<file path="config.mk">
export PLATFORM = sky130hd
export DESIGN_NAME = beat_ack_ctrl
export DESIGN_NICKNAME = d
export VERILOG_FILES = /design/src/rtl/beat_ack_ctrl.sv
export SDC_FILE = /design/constraint.sdc
export NUM_CORES = 1
export LEC_CHECK = 0
export CORE_MARGIN = 3
export CORE_UTILIZATION = 34
export DETAILED_ROUTE_END_ITERATION = 8
export PLACE_DENSITY = 0.64
export SLEW_MARGIN = 0
export SYNTH_ARGS = -nofsm -noshare
export SYNTH_HDL_FRONTEND = slang
export SYNTH_SLANG_ARGS = --single-unit
</file>
<file path="constraint.sdc">
create_clock -name clk -period 1.75 [get_ports clk]
set_input_delay 0.35 -clock clk [delete_from_list [all_inputs] [get_ports clk]]
set_output_delay 0.35 -clock clk [all_outputs]
set_load 0.02 [all_outputs]
</file>
<file path="src/rtl/beat_ack_ctrl.sv">
module beat_ack_ctrl #(
  parameter int BURST_BEATS = 4,
  parameter int MIN_WS_FULL = 2,
  parameter int MIN_WS_HALF = 1
) (
  input  logic                           clk,
  input  logic                           rst_n,
  input  logic                           xfer_start,
  input  logic                           burst,
  input  logic                           is_read,
  input  logic                           addr_ack,
  input  logic                           dbusy,
  input  logic                           mem_ready,
  input  logic                           err_req,
  input  logic                           err_en,
  input  logic                           ratio_sel,
  output logic                           ack,
  output logic                           err_ack,
  output logic [$clog2(BURST_BEATS)-1:0] beat_cnt
);
  localparam int BW   = $clog2(BURST_BEATS);
  localparam int KMAX = (MIN_WS_FULL > MIN_WS_HALF) ? MIN_WS_FULL + 1 : MIN_WS_HALF + 1;
  localparam int CW   = $clog2(KMAX + 1);

  logic          busy_q, burst_q, aack_q;
  logic [CW-1:0] cyc_q, need_q;
  logic [BW-1:0] beat_q;
  logic [CW-1:0] need_d;
  logic          gate, err_fire, last;

  assign need_d   = (burst && is_read) ? (ratio_sel ? CW'(MIN_WS_HALF + 1) : CW'(MIN_WS_FULL + 1))
                                       : CW'(1);
  assign gate     = busy_q && dbusy && (aack_q || addr_ack) && (cyc_q >= need_q);
  assign err_fire = busy_q && dbusy && err_en && err_req;
  assign last     = !burst_q || (beat_q == BW'(BURST_BEATS - 1));

  assign ack      = gate && mem_ready && !err_fire;
  assign err_ack  = err_fire;
  assign beat_cnt = beat_q;

  always_ff @(posedge clk) begin
    if (!rst_n) begin
      busy_q  <= 1'b0;
      burst_q <= 1'b0;
      aack_q  <= 1'b0;
      cyc_q   <= '0;
      need_q  <= '0;
      beat_q  <= '0;
    end else if (!busy_q) begin
      if (xfer_start) begin
        busy_q  <= 1'b1;
        burst_q <= burst;
        need_q  <= need_d;
        cyc_q   <= CW'(1);
        aack_q  <= addr_ack;
        beat_q  <= '0;
      end
    end else begin
      if (addr_ack) aack_q <= 1'b1;
      if (cyc_q < CW'(KMAX)) cyc_q <= cyc_q + CW'(1);
      if (err_fire) begin
        busy_q <= 1'b0;
      end else if (ack) begin
        beat_q <= beat_q + BW'(1);
        if (last) busy_q <= 1'b0;
      end
    end
  end
endmodule


</file>
==> results of run 1 <==
## power breakdown
part	internal (mW)	switching, mW
sequential	0.219	0.00995
clock	0.0848	0.0868
combinational	0.0792	0.0612
## cell usage in the layout, fill, tap and decap left out, types with 3 or more instances in the layout
| cell | Yosys | routed |
|---|---|---|
| dfxtp_1 | 9 | 8 |
| inv_1 | 6 | 5 |
| nand2_1 | 7 | 7 |
| buf_4 | 0 | 10 |
| o21ai_0 | 5 | 5 |
| nand3_1 | 7 | 7 |
| clkbuf_4 | 0 | 3 |
| ha_1 | 4 | 3 |
| clkdlybuf4s50_1 | 0 | 12 |
## metal layers
layer / wire length (um) / vias up
li1: - / 268
met1: 541 / 225
met2: 562 / 12
met3: 81 / 5
met4: 29 / 0
met5: 0 / -
## state kept, by name, summed over array words and instances (netlist names)
| signal | flops |
|---|---|
| busy_q | 1 |
| burst_q | 1 |
| beat_cnt | 2 |
| aack_q | 1 |
| need_q | 2 |
| cyc_q | 2 |
## cells by family (layout without fill, tap and decap cells)
logic type	after synthesis	after routing	share of synthesized area
buf+inv	7	34	0.05370
fa+ha+maj	4	4	0.1023
flops	9	9	0.3683
compound gates	15	15	0.2174
simple gates	25	25	0.2583
## through the flow
step	setup WS (ns)	total power, mW
6_report	0.02304	0.5411
5_1_grt	-0.03890	0.5806
4_1_cts	-0.02071	0.5335
3_5_place_dp	-0.3878	0.3468
3_3_place_gp	-0.3997	0.3459
2_1_floorplan	0.08602	0.2840
## what timing repair did
item,in CTS,in global routing
setup buffers,0,1
pin swaps,1,2
endpoints found under the setup margin,2,2
hold buffers,0,0
resized for setup,12,4
## layout make-up
class,instances,area (um2),share of cell area
sequential,9,181.4,0.2350
tap,15,18.77,0.02431
clock inverter,1,5.005,0.006483
inverter,6,22.52,0.02917
timing repair buffer,24,205.2,0.2658
clock buffer,3,22.52,0.02917
multi-input combinational,44,316.6,0.4100
## final timing paths
path | start | end | slack (ns) | cells past startpoint
min | need_q[1]$_SDFFE_PN0P_ | need_q[1]$_SDFFE_PN0P_ | 0.46 | 2
max reg2reg | cyc_q[0]$_SDFFE_PN0P_ | beat_cnt[1]$_SDFFE_PN0P_ | 0.08 | 8
max | cyc_q[0]$_SDFFE_PN0P_ | ack | 0.02 | 6
min reg2reg | need_q[1]$_SDFFE_PN0P_ | need_q[1]$_SDFFE_PN0P_ | 0.46 | 2
## worst reg2reg max path, cell delays in order (launching register included)
cell and delay (ns):
dfxtp_2 0.34, inv_2 0.04, ha_4 0.25, nand2b_4 0.12, a21oi_4 0.05, buf_4 0.13
buf_4 0.14, or4_1 0.46, nand3_1 0.09
==> impl_metrics.json, run 1 <==
{
  "core-area_um2": 1318,
  "tightest_slew_ns": 0.2190,
  "synth_area_um2": 489.2,
  "synth_seq_area_share": 0.3683,
  "cts.sinks": 9,
  "cp-start-kind": "flip-flop",
  "fmax_mhz": 579.1,
  "syn_nets": 75,
  "synth_most_common_cell": "dfxtp_1",
  "die_area_um2": 1930,
  "cp.arrival_ns": 1.38,
  "cpMaxStageDelayCell": "dfxtp_2",
  "slew_headroom": 0.8536,
  "gr-usage-all-layers": 0.1407,
  "synth_seq_cells": 9,
  "path_cells": "inv_2, ha_4, nand2b_4, a21oi_4, nor3_1, buf_2",
  "drt_first_iter_violations": 3,
  "areaGrowthSynthToFinish_pct": 57.80,
  "ioPinCount": 15,
  "layout-drive-gt1-share": 0.2644,
  "gp_congestion": 0.7324,
  "grt.met3_usage": 0.07884,
  "clk_latency_ns": 0.27,
  "wl_per_cell_um": 11.90,
  "overflow": 0,
  "initial_core_util": 0.3713,
  "leakage_nw": 0.3289,
  "dp.cells": 97,
  "period_share": 0.9868,
  "cts_buffers": 3,
  "slowest_delay_ns": 0.34,
  "busiest_layer": "met2",
  "firstDrtPassIters": 3,
  "fin_util": 0.5859,
  "crit_family": "flip-flops",
  "nets": 103,
  "synth.distinct_cells": 20,
  "peakVddDrop_uv": 434.2,
  "syn_inst": 60,
  "skew_ns": 0.0008718,
  "synth.avg_cell_area_um2": 8.154,
  "layout.cells.non_filler": 102,
  "grt_pass1_vias": 444,
  "critical_path_class": "flip-flop to output port",
  "synth_edf_count": 0,
  "status": "finished clean",
  "netlist_top_cells_area": "dfxtp_1 (37%), ha_1 (10%), nand3_1 (7.2%)",
  "grt_antenna_before_repair": 0,
  "synthTopCellsByCount": "dfxtp_1 (9), nand2_1 (7), nand3_1 (7)",
  "post-route-drc-count": 0,
  "grt_max_degree": 12,
  "synth_flop_cell": "dfxtp_1",
  "powerDensity_nw_per_um2": 700.9,
  "timing.final.hold_violations": 0,
  "grt_util_met1": 0.1621,
  "row_count": 13,
  "crit_buf_inv": 2,
  "hold_path_class": "flip-flop to flip-flop",
  "crit_path_end_kind": "output port",
  "grtUsageMet2": 0.2064,
  "io_buffers": 14,
  "async_reset_ff_frac": 0,
  "cts_root_buffer": "clkbuf_4",
  "tns_ns": 0,
  "nFillCells": 124,
  "drv_slew": 0,
  "dpl-instance-area_um2": 711.9,
  "h-tree-depth": 1,
  "post-route-min-period_ns": 1.727,
  "crit_fanout": 2,
  "synth_top_area_share": 0.3683,
  "antenna_cells": 0,
  "routed_wirelength_mm": 1.214,
  "cp.required_ns": 1.40,
  "yosysTopAreaCell": "dfxtp_1",
  "final_area_um2": 772.0,
  "cts_buffer_depth": 2,
  "max_cap_viol_count": 0,
  "die_y_um": 43.93,
  "antenna_left": 0,
  "grt_pass1_wl_mm": 1.904,
  "rsz0062_at_grt": "yes",
  "post_drt_via_cell_ratio": 5.000,
  "setup_violations": 0,
  "hpwl_um": 846.4,
  "clkTransAtPathRegs_ns": 0.07,
  "hold_ws_ns": 0.4640,
  "die_x_um": 43.93,
  "cts_tree": "done",
  "vias": 510,
  "synth_warnings": 0
}
No activity file was read; power rests on OpenSTA's default activity.
==> inputs of run 2 (changes only) <==
--- a/config.mk
+++ b/config.mk
@@ -9,7 +9,7 @@
 export CORE_UTILIZATION = 34
 export DETAILED_ROUTE_END_ITERATION = 8
 export PLACE_DENSITY = 0.64
-export SLEW_MARGIN = 0
+export SETUP_SLACK_MARGIN = 0.5
 export SYNTH_ARGS = -nofsm -noshare
 export SYNTH_HDL_FRONTEND = slang
 export SYNTH_SLANG_ARGS = --single-unit
==> constraint.sdc (replaced) <==
create_clock -name clk -period 1.75 [get_ports clk]
set_input_delay 0.35 -clock clk [delete_from_list [all_inputs] [get_ports clk]]
set_output_delay 0.35 -clock clk [all_outputs]
set_load 0.01 [all_outputs]
==> impl_metrics.json, run 2 (synthesis results as in run 1) <==
{
  "status": "finished clean",
  "max_cap_viol_count": 0,
  "gr-usage-all-layers": 0.1608,
  "io_buffers": 14,
  "grt_antenna_before_repair": 0,
  "wl_per_cell_um": 12.47,
  "cp.required_ns": 1.40,
  "die_y_um": 43.93,
  "final_common_cell": "buf_4",
  "path_cells": "inv_2, ha_4, nand2b_4, a21oi_4, nor3_2, buf_2",
  "whs_path_depth": 2,
  "post-route-drc-count": 0,
  "areaGrowthSynthToFinish_pct": 82.86,
  "initial_core_util": 0.3713,
  "cp.arrival_ns": 1.30,
  "skew_ns": 0.004000,
  "leakage_nw": 0.3903,
  "drt_first_iter_violations": 3,
  "overflow": 0,
  "drv_slew": 0,
  "period_share": 0.9447,
  "post_drt_via_cell_ratio": 5.241,
  "timing.final.hold_violations": 0,
  "peakVddDrop_uv": 354.6,
  "layout-drive-gt1-share": 0.4639,
  "min_to": "burst_q$_SDFFE_PN0P_",
  "layout_common_cells": "buf_4 (19), nand2_1 (7), nand3_1 (6)",
  "grt_max_degree": 12,
  "powerDensity_nw_per_um2": 631.9,
  "gp_congestion": 0.7863,
  "row_count": 13,
  "slowest_delay_ns": 0.34,
  "dp.cells": 98,
  "rr_startpoint": "cyc_q[0]$_SDFFE_PN0P_",
  "cp-start-kind": "flip-flop",
  "setup_violations": 0,
  "h-tree-depth": 1,
  "layout.cells.non_filler": 112,
  "vias": 587,
  "clk_latency_ns": 0.26,
  "tightest_slew_ns": 0.2290,
  "hpwl_um": 874.8,
  "fmax_mhz": 604.9,
  "core-area_um2": 1318,
  "die_area_um2": 1930,
  "multi_input_area_um2": 354.1,
  "crit_path_end_kind": "output port",
  "crit_family": "flip-flops",
  "antenna_left": 0,
  "hp-start": "burst_q$_SDFFE_PN0P_",
  "cpMaxStageDelayCell": "dfxtp_2",
  "seqCellArea_um2": 188.9,
  "ioPinCount": 15,
  "hold_path_class": "flip-flop to flip-flop",
  "cts.sinks": 9,
  "worstReg2RegEnd": "beat_cnt[1]$_SDFFE_PN0P_",
  "crit_fanout": 2,
  "routed_wirelength_mm": 1.397,
  "nFillCells": 109,
  "cts_root_buffer": "clkbuf_4",
  "cts_buffer_depth": 2,
  "r2r_slack_ns": 0.12,
  "critical_path_class": "flip-flop to output port",
  "cts_tree": "done",
  "tns_ns": 0,
  "firstDrtPassIters": 4,
  "grt_pass1_wl_mm": 2.228,
  "nets": 113,
  "crit_buf_inv": 2,
  "cts_buffers": 3,
  "rr_worst_depth": 8,
  "rsz0062_at_grt": "yes",
  "clkTransAtPathRegs_ns": 0.07,
  "grt_pass1_vias": 549,
  "slew_headroom": 0.8474,
  "post-route-min-period_ns": 1.653,
  "antenna_cells": 0,
  "die_x_um": 43.93
}
==> run 2: final cells by class <==
class | instances | share of cell area
multi-input cells | 44 | 0.3958
repair buffers | 34 | 0.3175
flip-flops and latches | 9 | 0.2112
clock buffers | 4 | 0.02937
inverters | 6 | 0.02517
well taps | 15 | 0.02098
==> run 2: report_power, final <==
group	internal [mW]	switching (mW)	leakage [nW]
clock	0.0880	0.0768	0.0150
combinational	0.0984	0.0703	0.299
sequential	0.220	0.0115	0.0760
==> run 2: worst max-delay path by stage <==
stage | slack (ns) | start | endpoint | cells past startpoint
finish | 0.1 | cyc_q[0]$_SDFFE_PN0P_ | ack | 6
global route | 0.02 | cyc_q[0]$_SDFFE_PN0P_ | ack | 6
CTS | 0.07 | cyc_q[0]$_SDFFE_PN0P_ | ack | 6
detailed placement | -0.33 | dbusy | err_ack | 4
global placement | -0.30 | dbusy | err_ack | 4
floorplan | 0.37 | cyc_q[0]$_SDFFE_PN0P_ | beat_cnt[1]$_SDFFE_PN0P_ | 6
==> run 2: repair_timing <==
item,CTS,global route
gates resized for setup,33,6
endpoints found under the setup margin,7,9
hold buffers,0,0
pin swaps,8,3
buffers inserted,10,0
==> run 2: layer usage <==
layer / track usage / routed length [um] / vias to the layer above
met1: 0.1841 / 610 / 276
li1: - / - / 290
met5: 0 / 0 / -
met4: 0.1084 / 34 / 0
met3: 0.04979 / 72 / 4
met2: 0.2529 / 680 / 17
==> run 2: worst reg2reg max path: stages, from the launching register on <==
cell      delay (ns)
dfxtp_2         0.34
inv_2           0.04
ha_4            0.25
nand2b_4        0.11
a21oi_4         0.06
buf_4           0.13
buf_6           0.11
or4_1           0.46
nand3_1         0.08
==> run 2: metrics by stage <==
| stage | worst slack [ns] | hold WS (ns) | area (um2) | power (mW) | util |
|---|---|---|---|---|---|
| floorplan | 0.3709 | 0.4353 | 514.2 | 0.2976 | - |
| global placement | -0.2997 | 0.4488 | 744.5 | 0.3607 | 0.5651 |
| detailed placement | -0.3329 | 0.4528 | 744.5 | 0.3626 | 0.5651 |
| CTS | 0.07311 | 0.4625 | 878.3 | 0.5613 | 0.6667 |
| global route | 0.02467 | 0.4854 | 894.6 | 0.6047 | 0.6790 |
| finish | 0.09686 | 0.4577 | 894.6 | 0.5653 | 0.6790 |
==> inputs of run 3 (changes only) <==
--- a/config.mk
+++ b/config.mk
@@ -5,10 +5,11 @@
 export SDC_FILE = /design/constraint.sdc
 export NUM_CORES = 1
 export LEC_CHECK = 0
-export CORE_MARGIN = 3
-export CORE_UTILIZATION = 34
+export ABC_CLOCK_PERIOD_IN_PS = 1750
+export CORE_AREA = 3 3 40 42
 export DETAILED_ROUTE_END_ITERATION = 8
-export PLACE_DENSITY = 0.64
+export DIE_AREA = 0 0 43 45
+export PLACE_DENSITY = 0.68
 export SETUP_SLACK_MARGIN = 0.5
 export SYNTH_ARGS = -nofsm -noshare
 export SYNTH_HDL_FRONTEND = slang
==> impl_metrics.json, run 3 (synthesis results as in run 1) <==
{
  "cts_buffer_depth": 2,
  "antenna_cells": 0,
  "period_share": 0.9420,
  "leakage_nw": 0.3441,
  "layout-drive-gt1-share": 0.4138,
  "routed_wirelength_mm": 1.444,
  "cts_tree": "done",
  "gp_congestion": 0.7803,
  "drt_first_iter_violations": 5,
  "row_count": 13,
  "status": "finished clean",
  "drv_slew": 0,
  "hpwl_um": 888.5,
  "nets": 103,
  "die_x_um": 43,
  "cp-start-kind": "flip-flop",
  "grt_max_degree": 12,
  "cp.required_ns": 1.40,
  "vias": 549,
  "firstDrtPassIters": 4,
  "clkTransAtPathRegs_ns": 0.06,
  "cp.arrival_ns": 1.30,
  "cts_buffers": 3,
  "critical_path_class": "flip-flop to output port",
  "final_common_cell": "buf_4",
  "post-route-min-period_ns": 1.649,
  "tns_ns": 0,
  "clk_latency_ns": 0.26,
  "die_area_um2": 1935,
  "peakVddDrop_uv": 600.2,
  "crit_fanout": 2,
  "post_drt_via_cell_ratio": 5.382,
  "ioPinCount": 15,
  "dpl-instance-area_um2": 714.4,
  "powerDensity_nw_per_um2": 667.9,
  "areaGrowthSynthToFinish_pct": 66.75,
  "final_area_um2": 815.8,
  "hold_path_class": "flip-flop to flip-flop",
  "fmax_mhz": 606.6,
  "cts.sinks": 9,
  "initial_core_util": 0.3807,
  "overflow": 0,
  "skew_ns": 0.005489,
  "wl_per_cell_um": 14.16,
  "core-area_um2": 1285,
  "h-tree-depth": 1,
  "antenna_left": 0,
  "post-route-drc-count": 0,
  "grt_antenna_before_repair": 0,
  "rsz0062_at_grt": "yes",
  "crit_path_end_kind": "output port",
  "grt_pass1_vias": 517,
  "die_y_um": 45,
  "grt_pass1_wl_mm": 2.166,
  "nFillCells": 121,
  "cts_hold_buffers": 0,
  "layout_common_cells": "buf_4 (10), nand2_1 (7), nand3_1 (5), dfxtp_1 (5), clkdlybuf4s50_1 (5)",
  "timing.final.hold_violations": 0,
  "setup_violations": 0,
  "io_buffers": 14,
  "tightest_slew_ns": 0.2176,
  "r2r_slack_ns": 0.17,
  "max_cap_viol_count": 0,
  "cts_root_buffer": "clkbuf_4",
  "gr-usage-all-layers": 0.1495,
  "slew_headroom": 0.8547
}
-- run 3: cell count changes in the layout (fill, tap and decap cells not counted), sizes merged --
cell,before,now
buf,22,13
dlygate4sd2,3,2
-- run 3: layer usage --
layer	global-route usage	up-vias	wire [um]
li1	-	272	-
met1	0.1679	253	567
met2	0.2635	19	742
met3	0.05179	5	103
met4	0.05422	0	29
met5	0	-	0
-- run 3: path summary, 6_finish.rpt --
kind / startpoint / endpoint / cells after the start
worst max-delay path: need_q[1]$_SDFFE_PN0P_ / ack / 5
worst min-delay path: need_q[1]$_SDFFE_PN0P_ / need_q[1]$_SDFFE_PN0P_ / 2
worst max register to register: cyc_q[0]$_SDFFE_PN0P_ / beat_cnt[1]$_SDFFE_PN0P_ / 7
worst min register to register: need_q[1]$_SDFFE_PN0P_ / need_q[1]$_SDFFE_PN0P_ / 2
-- run 3: per-stage QoR --
| step | utilization | hold slack, ns | setup WS [ns] | power [mW] | instances |
|---|---|---|---|---|---|
| 3_5_place_dp | 0.5560 | 0.4570 | -0.3545 | 0.3536 | 94 |
| 4_1_cts | 0.6212 | 0.4653 | 0.07187 | 0.5417 | 102 |
| 6_report | 0.6349 | 0.4625 | 0.1015 | 0.5448 | 102 |
| 5_1_grt | 0.6349 | 0.4883 | 0.05175 | 0.5752 | 102 |
| 2_1_floorplan | - | 0.4353 | 0.3709 | 0.2976 | 60 |
| 3_3_place_gp | 0.5560 | 0.4507 | -0.3154 | 0.3513 | 94 |
-- run 3: cell type report --
cell class / instances / area [um2] / area share
timing repair buffer: 24 / 198.9 / 0.2439
inverter: 6 / 25.02 / 0.03067
multi-input combinational: 44 / 359.1 / 0.4402
tap: 15 / 18.77 / 0.02301
clock buffer: 4 / 26.28 / 0.03221
sequential: 9 / 187.7 / 0.2301
-- run 3: critical path: stages, from the launching register on --
cell and delay (ns):
dfxtp_1 0.32, inv_1 0.05, ha_1 0.31, a21oi_4 0.18, nor3_2 0.04, buf_2 0.14
-- run 3: power by group --
| part | switching (mW) | internal [mW] | total (mW) |
|---|---|---|---|
| sequential | 0.0129 | 0.220 | 0.233 |
| combinational | 0.0691 | 0.0775 | 0.147 |
| clock | 0.0769 | 0.0880 | 0.165 |
-- run 3: timing repair --
item                       4_1_cts  5_1_grt
setup endpoints to repair        7        8
pin swaps                        7        3
setup buffers                    4        0
gates resized for setup         36        7
